===== src/rtl/mbx_pkg.sv =====
package mbx_pkg;

    typedef enum logic [1:0] {
        ST_IDLE  = 2'd0,
        ST_ISSUE = 2'd1,
        ST_WAIT  = 2'd2
    } mbx_state_e;

    localparam int ADDR_W = 8;
    localparam int WORD_W = 32;

    localparam logic [ADDR_W-1:0] OFS_CMD  = 8'h00;
    localparam logic [ADDR_W-1:0] OFS_STS  = 8'h04;
    localparam logic [ADDR_W-1:0] OFS_SRC  = 8'h08;
    localparam logic [ADDR_W-1:0] OFS_DST  = 8'h0C;
    localparam logic [ADDR_W-1:0] OFS_WBUF = 8'h80;
    localparam logic [ADDR_W-1:0] OFS_RBUF = 8'h90;

    localparam int STS_BUSY     = 0;
    localparam int STS_ERR      = 1;
    localparam int STS_IRQ      = 2;
    localparam int STS_CODE_LSB = 16;

    localparam int CMD_IRQ_BIT = 8;
    localparam int CMD_SUB_LSB = 12;
    localparam int CMD_LEN_LSB = 16;

endpackage


===== src/rtl/mbx_wordbank.sv =====
module mbx_wordbank #(
    parameter int WORDS = 4,
    parameter int WIDTH = 32,
    parameter int IDX_W = (WORDS > 1) ? $clog2(WORDS) : 1
) (
    input  logic                   clk,
    input  logic                   rst_n,
    input  logic                   host_we,
    input  logic [IDX_W-1:0]       host_idx,
    input  logic [WIDTH-1:0]       host_data,
    input  logic                   bulk_we,
    input  logic [WORDS*WIDTH-1:0] bulk_data,
    output logic [WORDS*WIDTH-1:0] flat
);

    // One register per word.
    // A bulk load takes priority over a single-word host write.
    for (genvar g = 0; g < WORDS; g++) begin : g_word
        logic [WIDTH-1:0] word_q;

        always_ff @(posedge clk or negedge rst_n) begin
            if (!rst_n) begin
                word_q <= '0;
            end else if (bulk_we) begin
                word_q <= bulk_data[g*WIDTH +: WIDTH];
            end else if (host_we && (host_idx == IDX_W'(g))) begin
                word_q <= host_data;
            end
        end

        assign flat[g*WIDTH +: WIDTH] = word_q;
    end

endmodule


===== src/rtl/mbx_ctrl.sv =====
module mbx_ctrl
    import mbx_pkg::*;
#(
    parameter int ERR_W = 8
) (
    input  logic             clk,
    input  logic             rst_n,
    input  logic             doorbell,
    input  logic             irq_flag,
    input  logic             fw_done,
    input  logic             fw_err,
    input  logic [ERR_W-1:0] fw_err_code,
    input  logic             irq_w1c,
    output logic             busy,
    output logic             fw_req,
    output logic             accept,
    output logic             complete,
    output logic             err_q,
    output logic [ERR_W-1:0] code_q,
    output logic             irq_pend
);

    mbx_state_e state_q, state_d;

    // State register.
    always_ff @(posedge clk or negedge rst_n) begin
        if (!rst_n) begin
            state_q <= ST_IDLE;
        end else begin
            state_q <= state_d;
        end
    end

    // Next state and outputs.
    always_comb begin
        state_d  = state_q;
        accept   = 1'b0;
        complete = 1'b0;
        busy     = (state_q != ST_IDLE);
        fw_req   = (state_q == ST_ISSUE);

        unique case (state_q)
            ST_IDLE: begin
                if (doorbell) begin
                    accept  = 1'b1;
                    state_d = ST_ISSUE;
                end
            end
            ST_ISSUE: begin
                if (fw_done) begin
                    complete = 1'b1;
                    state_d  = ST_IDLE;
                end else begin
                    state_d = ST_WAIT;
                end
            end
            ST_WAIT: begin
                if (fw_done) begin
                    complete = 1'b1;
                    state_d  = ST_IDLE;
                end
            end
            default: state_d = ST_IDLE;
        endcase
    end

    // Result status, captured once per completion.
    always_ff @(posedge clk or negedge rst_n) begin
        if (!rst_n) begin
            err_q  <= 1'b0;
            code_q <= '0;
        end else if (complete) begin
            err_q  <= fw_err;
            code_q <= fw_err_code;
        end
    end

    // Pending interrupt.
    // A new completion that asks for an interrupt wins over a same-cycle clear.
    always_ff @(posedge clk or negedge rst_n) begin
        if (!rst_n) begin
            irq_pend <= 1'b0;
        end else if (complete && irq_flag) begin
            irq_pend <= 1'b1;
        end else if (irq_w1c) begin
            irq_pend <= 1'b0;
        end
    end

endmodule


===== src/rtl/cmd_mailbox.sv =====
module cmd_mailbox
    import mbx_pkg::*;
#(
    parameter int BUF_WORDS = 4,
    parameter int CODE_W    = 8,
    parameter int SUB_W     = 4,
    parameter int LEN_W     = 8
) (
    input  logic                        clk,
    input  logic                        rst_n,
    input  logic                        bus_wr,
    input  logic [7:0]                  bus_addr,
    input  logic [31:0]                 bus_wdata,
    output logic [31:0]                 bus_rdata,
    output logic                        fw_req,
    output logic [CODE_W-1:0]           fw_code,
    output logic [SUB_W-1:0]            fw_sub,
    output logic [LEN_W-1:0]            fw_len,
    output logic [31:0]                 fw_src,
    output logic [31:0]                 fw_dst,
    output logic [32*BUF_WORDS-1:0]     fw_wbuf,
    input  logic                        fw_done,
    input  logic                        fw_err,
    input  logic [7:0]                  fw_err_code,
    input  logic [32*BUF_WORDS-1:0]     fw_rbuf,
    output logic                        irq
);

    localparam int IDX_W = (BUF_WORDS > 1) ? $clog2(BUF_WORDS) : 1;
    localparam logic [ADDR_W-1:0] BUF_SPAN = ADDR_W'(BUF_WORDS * 4);

    // Address decode.
    logic hit_cmd, hit_sts, hit_src, hit_dst, hit_wbuf, hit_rbuf;
    logic [ADDR_W-1:0] wbuf_off, rbuf_off;
    logic [IDX_W-1:0]  wbuf_idx, rbuf_idx;

    assign wbuf_off = bus_addr - OFS_WBUF;
    assign rbuf_off = bus_addr - OFS_RBUF;
    assign wbuf_idx = wbuf_off[IDX_W+1:2];
    assign rbuf_idx = rbuf_off[IDX_W+1:2];

    assign hit_cmd  = (bus_addr == OFS_CMD);
    assign hit_sts  = (bus_addr == OFS_STS);
    assign hit_src  = (bus_addr == OFS_SRC);
    assign hit_dst  = (bus_addr == OFS_DST);
    assign hit_wbuf = (wbuf_off < BUF_SPAN);
    assign hit_rbuf = (rbuf_off < BUF_SPAN);

    logic busy, accept, complete, err_q, irq_pend;
    logic [7:0]  code_q;
    logic [31:0] cmd_q, src_q, dst_q;
    logic [32*BUF_WORDS-1:0] wbuf_flat, rbuf_flat;

    mbx_ctrl #(.ERR_W(8)) u_ctrl (
        .clk         (clk),
        .rst_n       (rst_n),
        .doorbell    (bus_wr && hit_cmd),
        .irq_flag    (cmd_q[CMD_IRQ_BIT]),
        .fw_done     (fw_done),
        .fw_err      (fw_err),
        .fw_err_code (fw_err_code),
        .irq_w1c     (bus_wr && hit_sts && bus_wdata[STS_IRQ]),
        .busy        (busy),
        .fw_req      (fw_req),
        .accept      (accept),
        .complete    (complete),
        .err_q       (err_q),
        .code_q      (code_q),
        .irq_pend    (irq_pend)
    );

    // Command and pointer registers; writable only while idle.
    always_ff @(posedge clk or negedge rst_n) begin
        if (!rst_n) begin
            cmd_q <= '0;
            src_q <= '0;
            dst_q <= '0;
        end else begin
            if (accept) begin
                cmd_q <= bus_wdata;
            end
            if (bus_wr && !busy && hit_src) begin
                src_q <= bus_wdata;
            end
            if (bus_wr && !busy && hit_dst) begin
                dst_q <= bus_wdata;
            end
        end
    end

    mbx_wordbank #(.WORDS(BUF_WORDS), .WIDTH(32), .IDX_W(IDX_W)) u_wbuf (
        .clk       (clk),
        .rst_n     (rst_n),
        .host_we   (bus_wr && !busy && hit_wbuf),
        .host_idx  (wbuf_idx),
        .host_data (bus_wdata),
        .bulk_we   (1'b0),
        .bulk_data ('0),
        .flat      (wbuf_flat)
    );

    mbx_wordbank #(.WORDS(BUF_WORDS), .WIDTH(32), .IDX_W(IDX_W)) u_rbuf (
        .clk       (clk),
        .rst_n     (rst_n),
        .host_we   (1'b0),
        .host_idx  ('0),
        .host_data ('0),
        .bulk_we   (complete),
        .bulk_data (fw_rbuf),
        .flat      (rbuf_flat)
    );

    // Host read mux.
    logic [31:0] sts_word;
    always_comb begin
        sts_word = '0;
        sts_word[STS_BUSY] = busy;
        sts_word[STS_ERR]  = err_q;
        sts_word[STS_IRQ]  = irq_pend;
        sts_word[STS_CODE_LSB +: 8] = code_q;
    end

    always_comb begin
        bus_rdata = '0;
        if (hit_cmd) begin
            bus_rdata = cmd_q;
        end else if (hit_sts) begin
            bus_rdata = sts_word;
        end else if (hit_src) begin
            bus_rdata = src_q;
        end else if (hit_dst) begin
            bus_rdata = dst_q;
        end else if (hit_wbuf) begin
            bus_rdata = wbuf_flat[32*int'(wbuf_idx) +: 32];
        end else if (hit_rbuf) begin
            bus_rdata = rbuf_flat[32*int'(rbuf_idx) +: 32];
        end
    end

    // Firmware-side view of the latched command.
    assign fw_code = cmd_q[CODE_W-1:0];
    assign fw_sub  = cmd_q[CMD_SUB_LSB +: SUB_W];
    assign fw_len  = cmd_q[CMD_LEN_LSB +: LEN_W];
    assign fw_src  = src_q;
    assign fw_dst  = dst_q;
    assign fw_wbuf = wbuf_flat;
    assign irq     = irq_pend;

endmodule


===== config.mk =====
export PLATFORM = sky130hd
export DESIGN_NAME = cmd_mailbox
export DESIGN_NICKNAME = d
export VERILOG_FILES = /design/src/rtl/mbx_pkg.sv /design/src/rtl/mbx_wordbank.sv /design/src/rtl/mbx_ctrl.sv /design/src/rtl/cmd_mailbox.sv
export SDC_FILE = /design/constraint.sdc
export NUM_CORES = 1
export LEC_CHECK = 0
export BUFFER_PORTS_ARGS = -buffer_cell sky130_fd_sc_hd__buf_4
export CAP_MARGIN = 10
export CORE_ASPECT_RATIO = 0.6
export CORE_MARGIN = 8
export CORE_UTILIZATION = 50
export DETAILED_ROUTE_END_ITERATION = 12
export PLACE_DENSITY = 0.81
export SLEW_MARGIN = 20
export SYNTH_ARGS = -nofsm -noshare
export SYNTH_HDL_FRONTEND = slang
export SYNTH_HIERARCHICAL = 1
export SYNTH_SLANG_ARGS = --single-unit
export TNS_END_PERCENT = 1

===== constraint.sdc =====
create_clock -name clk -period 2.34 [get_ports clk]
set_clock_uncertainty 0.05 [all_clocks]
set_input_delay 0.351 -clock clk [delete_from_list [all_inputs] [get_ports clk]]
set_output_delay 0.351 -clock clk [all_outputs]
set_load 0.05 [all_outputs]

Word-level counts from Yosys, hierarchy flattened
Cells that the tools add are included.
{"block": "word_totals", "regBits": 364, "latch_bits": 0, "ram_bits": 0, "rom_bits": 0, "in_bits": 181, "out_inout_bits": 246, "word_cells": 67, "mem_count": 0}
{"block": "op_classes", "n_addsub": 2, "multipliers": 0, "div": 0, "magnitude_cmp": 2, "eq_ne": 10, "shifts": 2, "muxes": 16, "bitwise_logic": 0, "reduce_logical": 20}
{"op": "128-bit by 8-bit variable part select with 32-bit output", "count": 2}
{"op": "32-bit 2-to-1 mux", "count": 6}
{"op": "8-bit by 4-bit equality test with 1-bit output, second input constant", "count": 2}
{"op": "8-bit by 5-bit < comparator with 1-bit output, second input constant", "count": 2}
{"op": "8-bit subtractor, second input constant", "count": 2}
{"op": "1-bit logical AND", "count": 12}
{"op": "8-bit by 3-bit equality test with 1-bit output, second input constant", "count": 1}
{"op": "8-bit logical NOT", "count": 1}
{"op": "2-bit equality test, second input constant", "count": 3}
{"op": "1-bit 2-to-1 mux", "count": 6}
{"op": "2-bit 2-to-1 mux", "count": 3}
{"op": "2-bit one-hot mux with 3 select lines", "count": 1}
{"op": "2-bit by 1-bit equality test with 1-bit output, second input constant", "count": 2}
{"op": "2-bit logical NOT", "count": 2}
{"op": "2-bit nonzero test", "count": 2}
{"op": "2-bit by 1-bit != test with 1-bit output, second input constant", "count": 1}
{"op": "2-bit != test, second input constant", "count": 1}
{"op": "2-bit AND reduction", "count": 1}
{"op": "2-bit OR reduction", "count": 1}
{"op": "1-bit logical NOT", "count": 1}

Logic depth before layout (Yosys ltp)
{"block": "depth", "word_depth": 8, "ltp_mapped": 10, "depth_no_buf": 8}

Hierarchy
Netlist, hierarchy kept.
{"module": "mbx_wordbank", "n_inst": 2, "cells_per_inst": 583, "area_per_inst_um2": 6219.7, "seq_area_each_um2": 3203.1}
{"module": "cmd_mailbox", "n_inst": 1, "cells_per_inst": 563, "area_per_inst_um2": 6835.3, "seq_area_each_um2": 2402.3}
{"module": "mbx_ctrl", "n_inst": 1, "cells_per_inst": 40, "area_per_inst_um2": 546.8, "seq_area_each_um2": 300.3}

Least setup slack after synthesis
Ideal clock, no wire load.
{"block": "synth_path", "path_type": "input-to-reg", "start": "in bus_addr[6]", "end": "reg cmd_q[10]", "setup_time_ps": 125, "arrival_ps": 3023, "required_ps": 2165, "path_slack_ps": -857, "stages": 10, "path_buffers": 4, "cell_sequence": "or3_1 > or4_1 > clkbuf_1 > nor3_1 > buf_2 > and2_1 > and2_2 > clkbuf_1 > buf_1 > mux2_2"}
{"block": "synth_between", "elab_chain_cells": 4}
{"element": "start, declared", "line": "cmd_mailbox.sv:12", "source": "input logic [7:0] bus_addr,"}
{"element": "8-bit logical NOT", "line": "cmd_mailbox.sv:42", "source": "assign hit_cmd = (bus_addr == OFS_CMD);"}
{"element": "1-bit logical AND", "line": "cmd_mailbox.sv:57", "source": ".doorbell (bus_wr && hit_cmd),"}
{"element": "1-bit 2-to-1 mux", "line": "mbx_ctrl.sv:44", "source": "if (doorbell) begin"}
{"element": "1-bit 2-to-1 mux", "line": "mbx_ctrl.sv:42", "source": "unique case (state_q)"}
{"element": "net accept", "line": "cmd_mailbox.sv:49", "source": "logic busy, accept, complete, err_q, irq_pend;"}
{"element": "end signal, assigned", "line": "cmd_mailbox.sv:80", "source": "cmd_q <= bus_wdata;"}
{"element": "end, declared", "line": "cmd_mailbox.sv:51", "source": "logic [31:0] cmd_q, src_q, dst_q;"}
The timed path passes the listed nets, and every way through them passes these cells.
A chain may end at the register's enable or synchronous reset.

Worst setup path in the final report
{"block": "layout_path", "start": "in bus_addr[6]", "end": "out bus_rdata[23]"}
{"block": "layout_between", "elab_chain_cells": 8, "word_cells_on_any_way": 14, "cone_classes": "2 x add/sub; 2 x order compare; 3 x eq/ne; 6 x mux; 1 x reduce/logical"}
{"element": "8-bit subtractor", "line": "cmd_mailbox.sv:38", "source": "assign rbuf_off = bus_addr - OFS_RBUF;"}
{"element": "8-bit by 5-bit < comparator with 1-bit output", "line": "cmd_mailbox.sv:47", "source": "assign hit_rbuf = (rbuf_off < BUF_SPAN);"}
{"element": "32-bit 2-to-1 mux", "line": "cmd_mailbox.sv:135", "source": "end else if (hit_rbuf) begin"}
{"element": "32-bit 2-to-1 mux", "line": "cmd_mailbox.sv:133", "source": "end else if (hit_wbuf) begin"}
{"element": "32-bit 2-to-1 mux", "line": "cmd_mailbox.sv:131", "source": "end else if (hit_dst) begin"}
{"element": "32-bit 2-to-1 mux", "line": "cmd_mailbox.sv:129", "source": "end else if (hit_src) begin"}
{"element": "32-bit 2-to-1 mux", "line": "cmd_mailbox.sv:127", "source": "end else if (hit_sts) begin"}
{"element": "32-bit 2-to-1 mux (*)", "line": "cmd_mailbox.sv:125", "source": "if (hit_cmd) begin"}
{"element": "end, declared", "line": "cmd_mailbox.sv:14", "source": "output logic [31:0] bus_rdata,"}
Mark *: on every way between the ends. The rest lies on a longest branch, timed or not.

==> impl_metrics.env <==
export IMPL_hp_start="fw_err_code[0]"
export IMPL_cts_tree="yes"
export IMPL_cts_root_buf="clkbuf_16"
export IMPL_num_io_pins=427
export IMPL_r2r_end="u_wbuf/g_word[1].word_q[4]"
export IMPL_hold_viol_final=0
export IMPL_finalWorstSetupSlack_ns=-0.3203
export IMPL_synth_compound_area_share_pct=8.881
export IMPL_drv_slew=0
export IMPL_p_per_area_nw_per_um2=919.7
export IMPL_path_buf_inv=4
export IMPL_ant_nets=0
export IMPL_die_w_um=273.0
export IMPL_wl_met1_mm=25.68
export IMPL_synthFlopType="dfrtp_1"
export IMPL_clk_path_buf_depth=3
export IMPL_fp_coreArea_um2=39100
export IMPL_async_flop_share_pct=100.0
export IMPL_min_path_cells=2
export IMPL_worstPathCellList="buf_6 -> or3_4 -> or4_4 -> buf_4 -> o211ai_1 -> a21oi_1 -> nor2_2 -> buf_4 -> buf_8"
export IMPL_met2_length_mm=33.63
export IMPL_period_minus_slack_ns=2.660
export IMPL_numCtsBuffers=37
export IMPL_cp_slowest_stage_delay_ns=0.47
export IMPL_ys_top_cells_by_count="nand2_1 (479), dfrtp_1 (364), mux2_2 (179)"
export IMPL_dr_first_iter_drc_count=1567
export IMPL_die_area_um2=46480
export IMPL_synthTopCellsByArea="dfrtp_1 (46%), mux2_2 (10%), nand2_1 (9.1%), mux4_2 (8.3%), mux2_4 (7.2%)"
export IMPL_p_total_uw=24490
export IMPL_worst_path_max_fanout=3
export IMPL_routed_via_density=5.566
export IMPL_vias=16400
export IMPL_cp_required_ns=1.94
export IMPL_grt_overflow=0
export IMPL_synth_xor_area_share_pct=0
export IMPL_violations="negative setup slack"
export IMPL_track_usage_pct=28.52
export IMPL_area_growth_synth_to_final_pct=34.37
export IMPL_io_buffer_count=426
export IMPL_avgSynthCellArea_um2=11.20
export IMPL_htree_levels=2
export IMPL_gp_congestion=0.9370
export IMPL_setup_worst_path_end_class="output port"
export IMPL_drt_wl_total_mm=68.58
export IMPL_layout_drive_gt1_share_pct=42.11
export IMPL_arrival_ns=2.26
export IMPL_synth_simple_area_share_pct=12.90
export IMPL_cts_sinks=364
export IMPL_nFillCells=2834
export IMPL_grt_max_degree=164
export IMPL_antenna_found_initial=5
export IMPL_cp_common_cell="buf_4"
export IMPL_cpMaxStageDelayCell="or4_4"
export IMPL_wl_per_cell_um=23.28
export IMPL_cts_clk_slew_worst_paths_ns=0.06
export IMPL_reg2reg_from="u_ctrl/state_q[1]"
export IMPL_yosysMostFrequentCell="nand2_1"
export IMPL_rsz0062_at_grt="true"
export IMPL_post_place_ws_ns=-0.5787
export IMPL_firstDrtPassIters=5
export IMPL_nets=2576
export IMPL_grt_pass1_wl_mm=103.0
export IMPL_synth_edf_count=0
export IMPL_synth_fa_ha_area_share_pct=0.2525
export IMPL_synth_distinct_cells=44
export IMPL_synth_mux_area_fraction_pct=27.24
export IMPL_peakVddDrop_mv=0.5845
export IMPL_fmax_mhz=375.9
export IMPL_worst_slew_pin_slew_ns=0.6141
export IMPL_setup_tns_ns=-5.699
export IMPL_critPathTopFamily="simple AND/OR/NAND/NOR gates"
export IMPL_fin_crit_sh_pct=113.7
export IMPL_start_kind="input port"
export IMPL_synth_top_cell_by_area="dfrtp_1"
export IMPL_yosys_register_bits=364
export IMPL_core_rowCount=56
export IMPL_path_class="input port to output port"
export IMPL_synth_top_cell_area_share_pct=45.95
export IMPL_max_cap_violations=0
export IMPL_highest_layer="met5"
export IMPL_start_util_pct=50.70
export IMPL_synth_area_um2=19820
export IMPL_maxSlewHeadroom_pct=59.06
export IMPL_dieHeight_um=170.2
export IMPL_outcome="complete, but fails checks"
export IMPL_wl_met3_mm=5.681
export IMPL_setup_violations=32
export IMPL_ff2ff_path_depth=9
export IMPL_synth_yosys_warnings=6
export IMPL_post_route_drc_count=0
export IMPL_dpl_hpwl_mm=49.80
export IMPL_synth_top_family_by_area="multiplexers"
export IMPL_post_cts_buffers=0
export IMPL_min_delay_path_class="input port to flip-flop"
export IMPL_min_to="u_ctrl/code_q[0]"
export IMPL_grt_pass1_vias=17450
export IMPL_leakage_uw=0.01328
export IMPL_ys_seq_area_share_pct=45.95
export IMPL_clock_latency_ns=0.53
export IMPL_syn_inst=1769
export IMPL_ff2ff_setup_slack_ns=0.09
area by class of cell:
class                   count  area [µm²]  share of cell area [%]
repair buffers            554        4770                   17.91
diodes                      4       10.01                 0.03758
clock buffers              57        1174                   4.406
well taps                 522       653.1                   2.452
inverters                  11       47.55                  0.1785
flip-flops and latches    364        9109                   34.20
multi-input cells        1423       10700                   40.18
clock inverters            11       170.2                  0.6389
metrics by stage:
| stage | hold slack [ns] | cell area [µm²] | std cells | util [%] |
|---|---|---|---|---|
| 6_report | 0.01981 | 26630 | 2946 | 68.12 |
| 5_1_grt | 0.01013 | 26630 | 2946 | 68.12 |
| 4_1_cts | 0.002201 | 26540 | 2942 | 67.88 |
| 3_5_place_dp | 0.3128 | 24930 | 2868 | 63.77 |
| 3_3_place_gp | 0.3086 | 24930 | 2868 | 63.77 |
| 2_1_floorplan | 0.005409 | 20640 | 1940 | - |
how the worst max path moves through the flow:
stage	slack, ns	startpoint	endpoint	depth (start not counted)
after floorplan	-0.37	bus_addr[6]	cmd_q[10]	10
after global placement	-0.56	bus_addr[6]	bus_rdata[23]	9
after detailed placement	-0.58	bus_addr[6]	bus_rdata[23]	9
after CTS	-0.35	bus_addr[6]	bus_rdata[23]	9
after global routing	-0.38	bus_addr[6]	bus_rdata[23]	9
final	-0.32	bus_addr[6]	bus_rdata[23]	9
metal layers:
| metal | track usage, % | vias to the layer above |
|---|---|---|
| li1 | - | 7219 |
| met4 | 13.90 | 2 |
| met3 | 6.826 | 217 |
| met1 | 34.08 | 8109 |
| met2 | 48.47 | 850 |
| met5 | 0 | - |
cell families (layout without fill, tap and decap cells):
kind of cell | count (synthesis) | in the layout
and+or+nand+nor | 613 | 613
muxes | 375 | 375
buffers and inverters | 153 | 633
AOI/OAI and AO/OA | 259 | 259
other | 1 | 176
DFF | 364 | 364
adders and majority gates | 4 | 4
layout by cell type, fill, tap and decap left out, types with 6 or more instances in the layout:
master	n
nand2_1	479
buf_4	473
dfrtp_1	364
mux2_2	179
conb_1	172
mux2_4	95
mux4_2	73
a21oi_1	68
nand2b_1	65
a21o_1	64
nor2_1	41
clkbuf_16	39
buf_6	38
o21ai_0	35
buf_12	35
mux2_1	27
a22o_1	22
a22oi_2	19
o21ai_1	17
a31oi_4	14
clkbuf_8	13
a22oi_1	11
nand3_1	7
dlygate4sd3_1	6
what timing repair did:
| action | 4_1_cts | 5_1_grt |
|---|---|---|
| endpoints found under the hold margin | 54 | 0 |
| pin swaps | 18 | 9 |
| endpoints found under the setup margin | 75 | 125 |
| gates resized for setup | 64 | 22 |
| cloned | 0 | 0 |
| hold buffers | 6 | 0 |
sequential cells by signal (all words and copies together) (netlist names):
signal / flops
u_rbuf/g_word.word_q: 128
u_wbuf/g_word.word_q: 128
cmd_q: 32
fw_dst: 32
fw_src: 32
u_ctrl/code_q: 8
u_ctrl/state_q: 2
u_ctrl/err_q: 1
u_ctrl/irq_pend: 1
report_power, final:
part / internal [µW] / switching (µW) / leakage [µW]
clock network: 3910 / 2620 / 0.000653
logic: 4120 / 4930 / 0.00806
registers: 7890 / 1030 / 0.00457
total: 15900 / 8570 / 0.0133
No activity file was read; power rests on OpenSTA's default activity.
